`config.mk`:
```
export PLATFORM = sky130hd
export DESIGN_NAME = pipe_adc_combiner
export DESIGN_NICKNAME = d
export VERILOG_FILES = /design/src/rtl/pac_pkg.sv /design/src/rtl/pac_stage_decode.sv /design/src/rtl/pac_delay.sv /design/src/rtl/pipe_adc_combiner.sv
export SDC_FILE = /design/constraint.sdc
export NUM_CORES = 1
export LEC_CHECK = 0
export ABC_AREA = 1
export BUFFER_PORTS_ARGS = -buffer_cell sky130_fd_sc_hd__buf_2
export CORE_ASPECT_RATIO = 1.1
export CORE_MARGIN = 2
export CORE_UTILIZATION = 50
export DETAILED_ROUTE_END_ITERATION = 6
export GPL_TIMING_DRIVEN = 1
export PLACE_DENSITY = 0.78
export SLEW_MARGIN = 10
export SYNTH_ARGS = -nofsm -noshare
export SYNTH_HDL_FRONTEND = slang
export SYNTH_HIERARCHICAL = 1
export SYNTH_SLANG_ARGS = --single-unit
```
`constraint.sdc`:
```
create_clock -name clk -period 2.3 [get_ports clk]
set_input_delay 0.345 -clock clk [delete_from_list [all_inputs] [get_ports clk]]
set_output_delay 0.345 -clock clk [all_outputs]
set_load 0.03 [all_outputs]
```
`src/rtl/pac_pkg.sv`:
```
package pac_pkg;

   // Number of set bits of a coarse thermometer code: signed digit plus one.
   // The illegal code 10 also yields 1, the same as 01.
   function automatic logic [1:0] pac_weight(input logic [1:0] code);
      return {1'b0, code[1]} + {1'b0, code[0]};
   endfunction

   localparam int PAC_MAX_LAG = 4;

endpackage

```
`src/rtl/pac_stage_decode.sv`:
```
module pac_stage_decode
   import pac_pkg::*;
(
   input  logic [1:0] code,
   output logic [1:0] weight,
   output logic       illegal
);

   always_comb begin
      weight  = pac_weight(code);
      illegal = code[1] & ~code[0];
   end

endmodule

```
`src/rtl/pac_delay.sv`:
```
module pac_delay #(
   parameter int W     = 8,
   parameter int DEPTH = 1
) (
   input  logic         clk,
   input  logic         rst,
   input  logic [W-1:0] d,
   output logic [W-1:0] q
);

   if (DEPTH < 0) begin : g_bad_depth
      $error("pac_delay: DEPTH must not be negative");
   end

   if (DEPTH == 0) begin : g_wire
      assign q = d;
   end else begin : g_pipe
      localparam int CW = $clog2(DEPTH + 1);
      logic [W-1:0]  stg [DEPTH];
      logic [CW-1:0] fill;

      always_ff @(posedge clk) begin
         if (rst) begin
            for (int i = 0; i < DEPTH; i++) stg[i] <= '0;
         end else begin
            stg[0] <= d;
            for (int i = 1; i < DEPTH; i++) stg[i] <= stg[i-1];
         end
      end

      always_ff @(posedge clk) begin
         if (rst) fill <= '0;
         else if (fill != CW'(DEPTH)) fill <= fill + 1'b1;
      end

      assign q = stg[DEPTH-1];

      // the output repeats the input exactly DEPTH clocks later
      a_r4_delay_exact: assert property (@(posedge clk) disable iff (rst)
         (fill == CW'(DEPTH)) |-> (q == $past(d, DEPTH)));
   end

endmodule

```
`src/rtl/pipe_adc_combiner.sv`:
```
module pipe_adc_combiner
   import pac_pkg::*;
#(
   parameter int CH_W     = 6,
   parameter int FINE_W   = 8,
   parameter int S2_LAG   = 1,
   parameter int FINE_LAG = 1
) (
   input  logic              clk,
   input  logic              rst,
   input  logic              in_vld,
   input  logic [CH_W-1:0]   in_chan,
   input  logic [1:0]        st1_code,
   input  logic [1:0]        st2_code,
   input  logic [FINE_W-1:0] fine_code,
   output logic              out_vld,
   output logic [CH_W-1:0]   out_chan,
   output logic [FINE_W+1:0] out_word,
   output logic              out_err
);

   localparam int OUT_W  = FINE_W + 2;
   localparam int A_W    = 1 + CH_W + 2 + 1;
   localparam int B_W    = 1 + CH_W + 3 + 1;
   localparam int LAT    = S2_LAG + FINE_LAG + 1;
   localparam int WARM_W = $clog2(LAT + 1);
   localparam int UNIT   = 1 << (FINE_W - 1);

   if (S2_LAG < 0 || S2_LAG > PAC_MAX_LAG ||
       FINE_LAG < 0 || FINE_LAG > PAC_MAX_LAG) begin : g_bad_lag
      $error("pipe_adc_combiner: stage lags must lie in 0..PAC_MAX_LAG");
   end
   if (FINE_W < 2 || CH_W < 1) begin : g_bad_width
      $error("pipe_adc_combiner: FINE_W must be at least 2 and CH_W at least 1");
   end

   // ---------------- coarse code decode ----------------
   logic [1:0] w1, w2;
   logic       e1, e2;

   pac_stage_decode u_dec1 (.code(st1_code), .weight(w1), .illegal(e1));
   pac_stage_decode u_dec2 (.code(st2_code), .weight(w2), .illegal(e2));

   // ---------------- align stage 1 with stage 2 ----------------
   logic [A_W-1:0] a_d, a_q;
   logic              a_vld, a_err;
   logic [CH_W-1:0]   a_chan;
   logic [1:0]        a_w1;

   assign a_d = {in_vld, in_chan, w1, e1};

   pac_delay #(.W(A_W), .DEPTH(S2_LAG)) u_dly_a (
      .clk(clk), .rst(rst), .d(a_d), .q(a_q));

   assign a_vld  = a_q[A_W-1];
   assign a_chan = a_q[A_W-2 -: CH_W];
   assign a_w1   = a_q[2:1];
   assign a_err  = a_q[0];

   // coarse partial sum in units of half the fine span: 2*w1 + w2, at most 6
   logic [2:0] part;
   assign part = {a_w1, 1'b0} + {1'b0, w2};

   // ---------------- align coarse sum with fine code ----------------
   logic [B_W-1:0] b_d, b_q;
   logic              b_vld, b_err;
   logic [CH_W-1:0]   b_chan;
   logic [2:0]        b_part;

   assign b_d = {a_vld, a_chan, part, a_err | e2};

   pac_delay #(.W(B_W), .DEPTH(FINE_LAG)) u_dly_b (
      .clk(clk), .rst(rst), .d(b_d), .q(b_q));

   assign b_vld  = b_q[B_W-1];
   assign b_chan = b_q[B_W-2 -: CH_W];
   assign b_part = b_q[3:1];
   assign b_err  = b_q[0];

   // ---------------- final overlapped addition ----------------
   logic [OUT_W-1:0] sum_word;
   assign sum_word = {b_part, {(FINE_W-1){1'b0}}} + {2'b00, fine_code};

   always_ff @(posedge clk) begin
      if (rst) begin
         out_vld  <= 1'b0;
         out_chan <= '0;
         out_word <= '0;
         out_err  <= 1'b0;
      end else begin
         out_vld  <= b_vld;
         out_chan <= b_chan;
         out_word <= sum_word;
         out_err  <= b_err;
      end
   end

   // ---------------- checks ----------------
   logic [WARM_W-1:0] warm_cnt;
   logic              warm;

   always_ff @(posedge clk) begin
      if (rst) warm_cnt <= '0;
      else if (warm_cnt != WARM_W'(LAT)) warm_cnt <= warm_cnt + 1'b1;
   end
   assign warm = (warm_cnt == WARM_W'(LAT));

   a_r1_reset_clears: assert property (@(posedge clk)
      rst |=> (!out_vld && out_word == '0 && out_chan == '0 && !out_err));

   a_r8_valid_follows: assert property (@(posedge clk) disable iff (rst)
      warm |-> (out_vld == $past(in_vld, LAT)));

   a_r5_chan_travels: assert property (@(posedge clk) disable iff (rst)
      (warm && out_vld) |-> (out_chan == $past(in_chan, LAT)));

   a_r6_illegal_flag: assert property (@(posedge clk) disable iff (rst)
      (warm && out_vld) |-> (out_err ==
         (($past(st1_code, LAT) == 2'b10) || ($past(st2_code, FINE_LAG + 1) == 2'b10))));

   a_r3_overlap_sum: assert property (@(posedge clk) disable iff (rst)
      (warm && out_vld) |-> (int'(out_word) ==
         int'(pac_weight($past(st1_code, LAT))) * 2 * UNIT +
         int'(pac_weight($past(st2_code, FINE_LAG + 1))) * UNIT +
         int'($past(fine_code))));

endmodule

```
==> key figures <==
GRT
  • Overflow after GRT: 0
  • Tot GR Track Use: 0.1350
  • Initial antenna violation count: 0
  • Pin count of the biggest net entering global routing: 40
  • Vias in the first global route: 718
  • First-pass GRT wire length: ~2.7 mm

Pwr
  • P_sw: between 0.0002 and 0.0003 W
  • Clock power share: 0.290
  • Power Total: around 0.0012 W
  • Power per Cell Area: around 800 mW/mm2
  • Leak pwr: 0.8565 nW
  • Max VDD drop: 0.0005289 V
  • Switching fraction of total power: 0.2366
  • Internal power: about 0.00089 W
  • Sequential power share: 0.614
  • Logic pwr share: 0.096

Synth
  • Area leader, netlist: dfxtp_1
  • Sequential share of the synthesized area: 0.6209
  • Syn_nets: around 170
  • Mean Syn Cell Area: 8.982 um2
  • Area contributors post-synth: dfxtp_1 (62%), inv_1 (13%), nor2_1 (13%), ha_1 (7.0%), buf_6 (2.7%)
  • Flops & latches, synth: 39
  • Synth Warn #: 6
  • Synthesized area: 0.001257 mm2
  • Cells after Synth: 140
  • Synth top area share: 0.6209
  • Yosys cell types: 8

Timing
  • Slew Limit Headroom: 0.5748
  • Final setup fails: 0
  • Crit path time final: 1.186 ns
  • Tcrit/Tclk final: 0.5159
  • Fin Hold WS: slightly above 0.2 ns
  • Worst slew pin tran: 0.6378 ns
  • Count of pins over their slew limit: 0
  • Setup tns final: 0 ns
  • Layout Skew: roughly 0.0075 ns
  • RSZ-0062 raised after global routing: no
  • Peak Freq: ~840 MHz
  • Count of final hold-check violations: 0

Worst setup path
  • Delay-heaviest family, CP: flip-flops
  • Max stage delay on crit path: between 0.3 and 0.4 ns
  • Worst-path maximum fanout: 1
  • Critical path type: reg -> out
  • Buf/Inv on CP: 1
  • WP data required: 1.96 ns
  • Setup crit end kind: primary output
  • Crit-path slowest cell: dfxtp_1
  • Critical-path cell list: buf_2
  • Crit path DAT: between 0.8 and 0.9 ns
  • WP depth: 1
  • Worst reg-to-reg path cell count: 4
  • Startpoint types: flip-flop

Placed design
  • Dpl cells: ~210
  • DP HPWL: between 1 and 1.5 mm
  • GP Congestion: about 0.7
  • # port buffers: 38

Final layout
  • Fillers: between 200 and 250
  • Fin cells: 212
  • Commonest non-fill, non-tap cell in the layout: inv_1
  • Register area: around 780 um2
  • Most frequent cells in the layout: inv_1 (44), nor2_1 (42), dfxtp_1 (39)
  • Nets@finish: around 210
  • Area of the multi-input gates: 262.8 um2
  • # diodes: 0
  • Syn-to-layout area delta: 18.81%
  • Layout cells sized above 1: 0.2541

Status
  • Status: finished, final reports clean

Drt
  • Via count: 823
  • Via density: between 3 and 4
  • Pre-antenna DRT Iters: 4
  • Final wirelength: ~1.7 mm
  • Post-DRT Antenna Nets: 0
  • Avg WL per Cell: slightly below 8 um
  • 1st-iter DRT viols: 9
  • DRC Markers: 0

CTS
  • CTS Buf Count: 5
  • Clk buf depth: 2
  • Clk slew on worst S/H paths: 0.10 ns
  • Hold Buf Count CTS: 0
  • H-tree depth: 2
  • Root Driver: clkbuf_4
  • TritonCTS clock tree: done
  • Post-CTS resize count: 0
  • Clk_lat worst skew: between 0.3 and 0.4 ns
  • Post-CTS Setup Inserts: 0
  • CTS sink count: 39

Floorplan
  • Die ar.: about 0.0029 mm2
  • Initial core utilization: 0.5135
  • Rows: 19
  • Core area: approximately 0.0024 mm2
  • Chip width: a little over 50 um
  • Io pins: 39
  • Die height: 56.60 um

Min path
  • Hold Crit Depth: 3
  • Worst min-delay path class: in -> reg

Run
  • # Max-Cap Violations: 0
==> per-layer routing <==
layer,global-route usage,wire (um)
met5,0,0
met4,0.07895,39
met3,0.07979,166
met2,0.2253,785
met1,0.1226,687
==> metrics by stage <==
stage / util / setup slack (ns) / cell area (um2)
after floorplan: - / 1.266 / 1257
after global placement: 0.5871 / 1.105 / 1438
after detailed placement: 0.5871 / 1.033 / 1438
after CTS: 0.6101 / 1.092 / 1494
after global routing: 0.6101 / 1.052 / 1494
final: 0.6101 / 1.114 / 1494
==> layout make-up <==
cell class,count,area share
tap,31,0.02596
sequential,39,0.5226
inverter,44,0.1106
clock buffer,6,0.03434
multi-input combinational,53,0.1759
clock inverter,1,0.003350
timing repair buffer,38,0.1273
==> worst paths after layout <==
| path | end | from | slack, ns |
|---|---|---|---|
| worst max-delay path | out_word[9] | out_word[9] | 1.11 |
| worst min register to register | u_dly_b/g_pipe.stg[0][8] | u_dly_a/g_pipe.stg[0][7] | 0.41 |
| worst max register to register | out_word[8] | u_dly_b/g_pipe.stg[0][1] | 1.32 |
| worst min-delay path | u_dly_a/g_pipe.stg[0][4] | in_chan[1] | 0.20 |
==> synthesized netlist by cell type <==
cell     instances
nor2_1          42
ha_1             7
inv_1           44
buf_6            3
buf_8            1
nand2_1          3
dfxtp_1         39
or2_2            1
==> kinds of logic after synthesis <==
logic type / count (synthesis) / share of synthesized area
fa+ha+maj: 7 / 0.06965
buf+inv: 48 / 0.1701
flops: 39 / 0.6209
simple gates: 46 / 0.1393
==> state kept, by name, summed over array words and instances (netlist names) <==
| register | count |
|---|---|
| out_word | 10 |
| out_chan | 6 |
| u_dly_b/g_pipe.stg | 11 |
| out_vld | 1 |
| out_err | 1 |
| u_dly_a/g_pipe.stg | 10 |
==> power by group through the flow <==
stage	clock network (W)	logic (W)	registers, W
2_1_floorplan	0	0.0000506	0.000760
3_3_place_gp	0	0.000108	0.000730
3_5_place_dp	0	0.000113	0.000732
4_1_cts	0.000349	0.000113	0.000716
5_1_grt	0.000386	0.000127	0.000719
6_report	0.000338	0.000112	0.000715
Power figures use the tool's default switching activity.
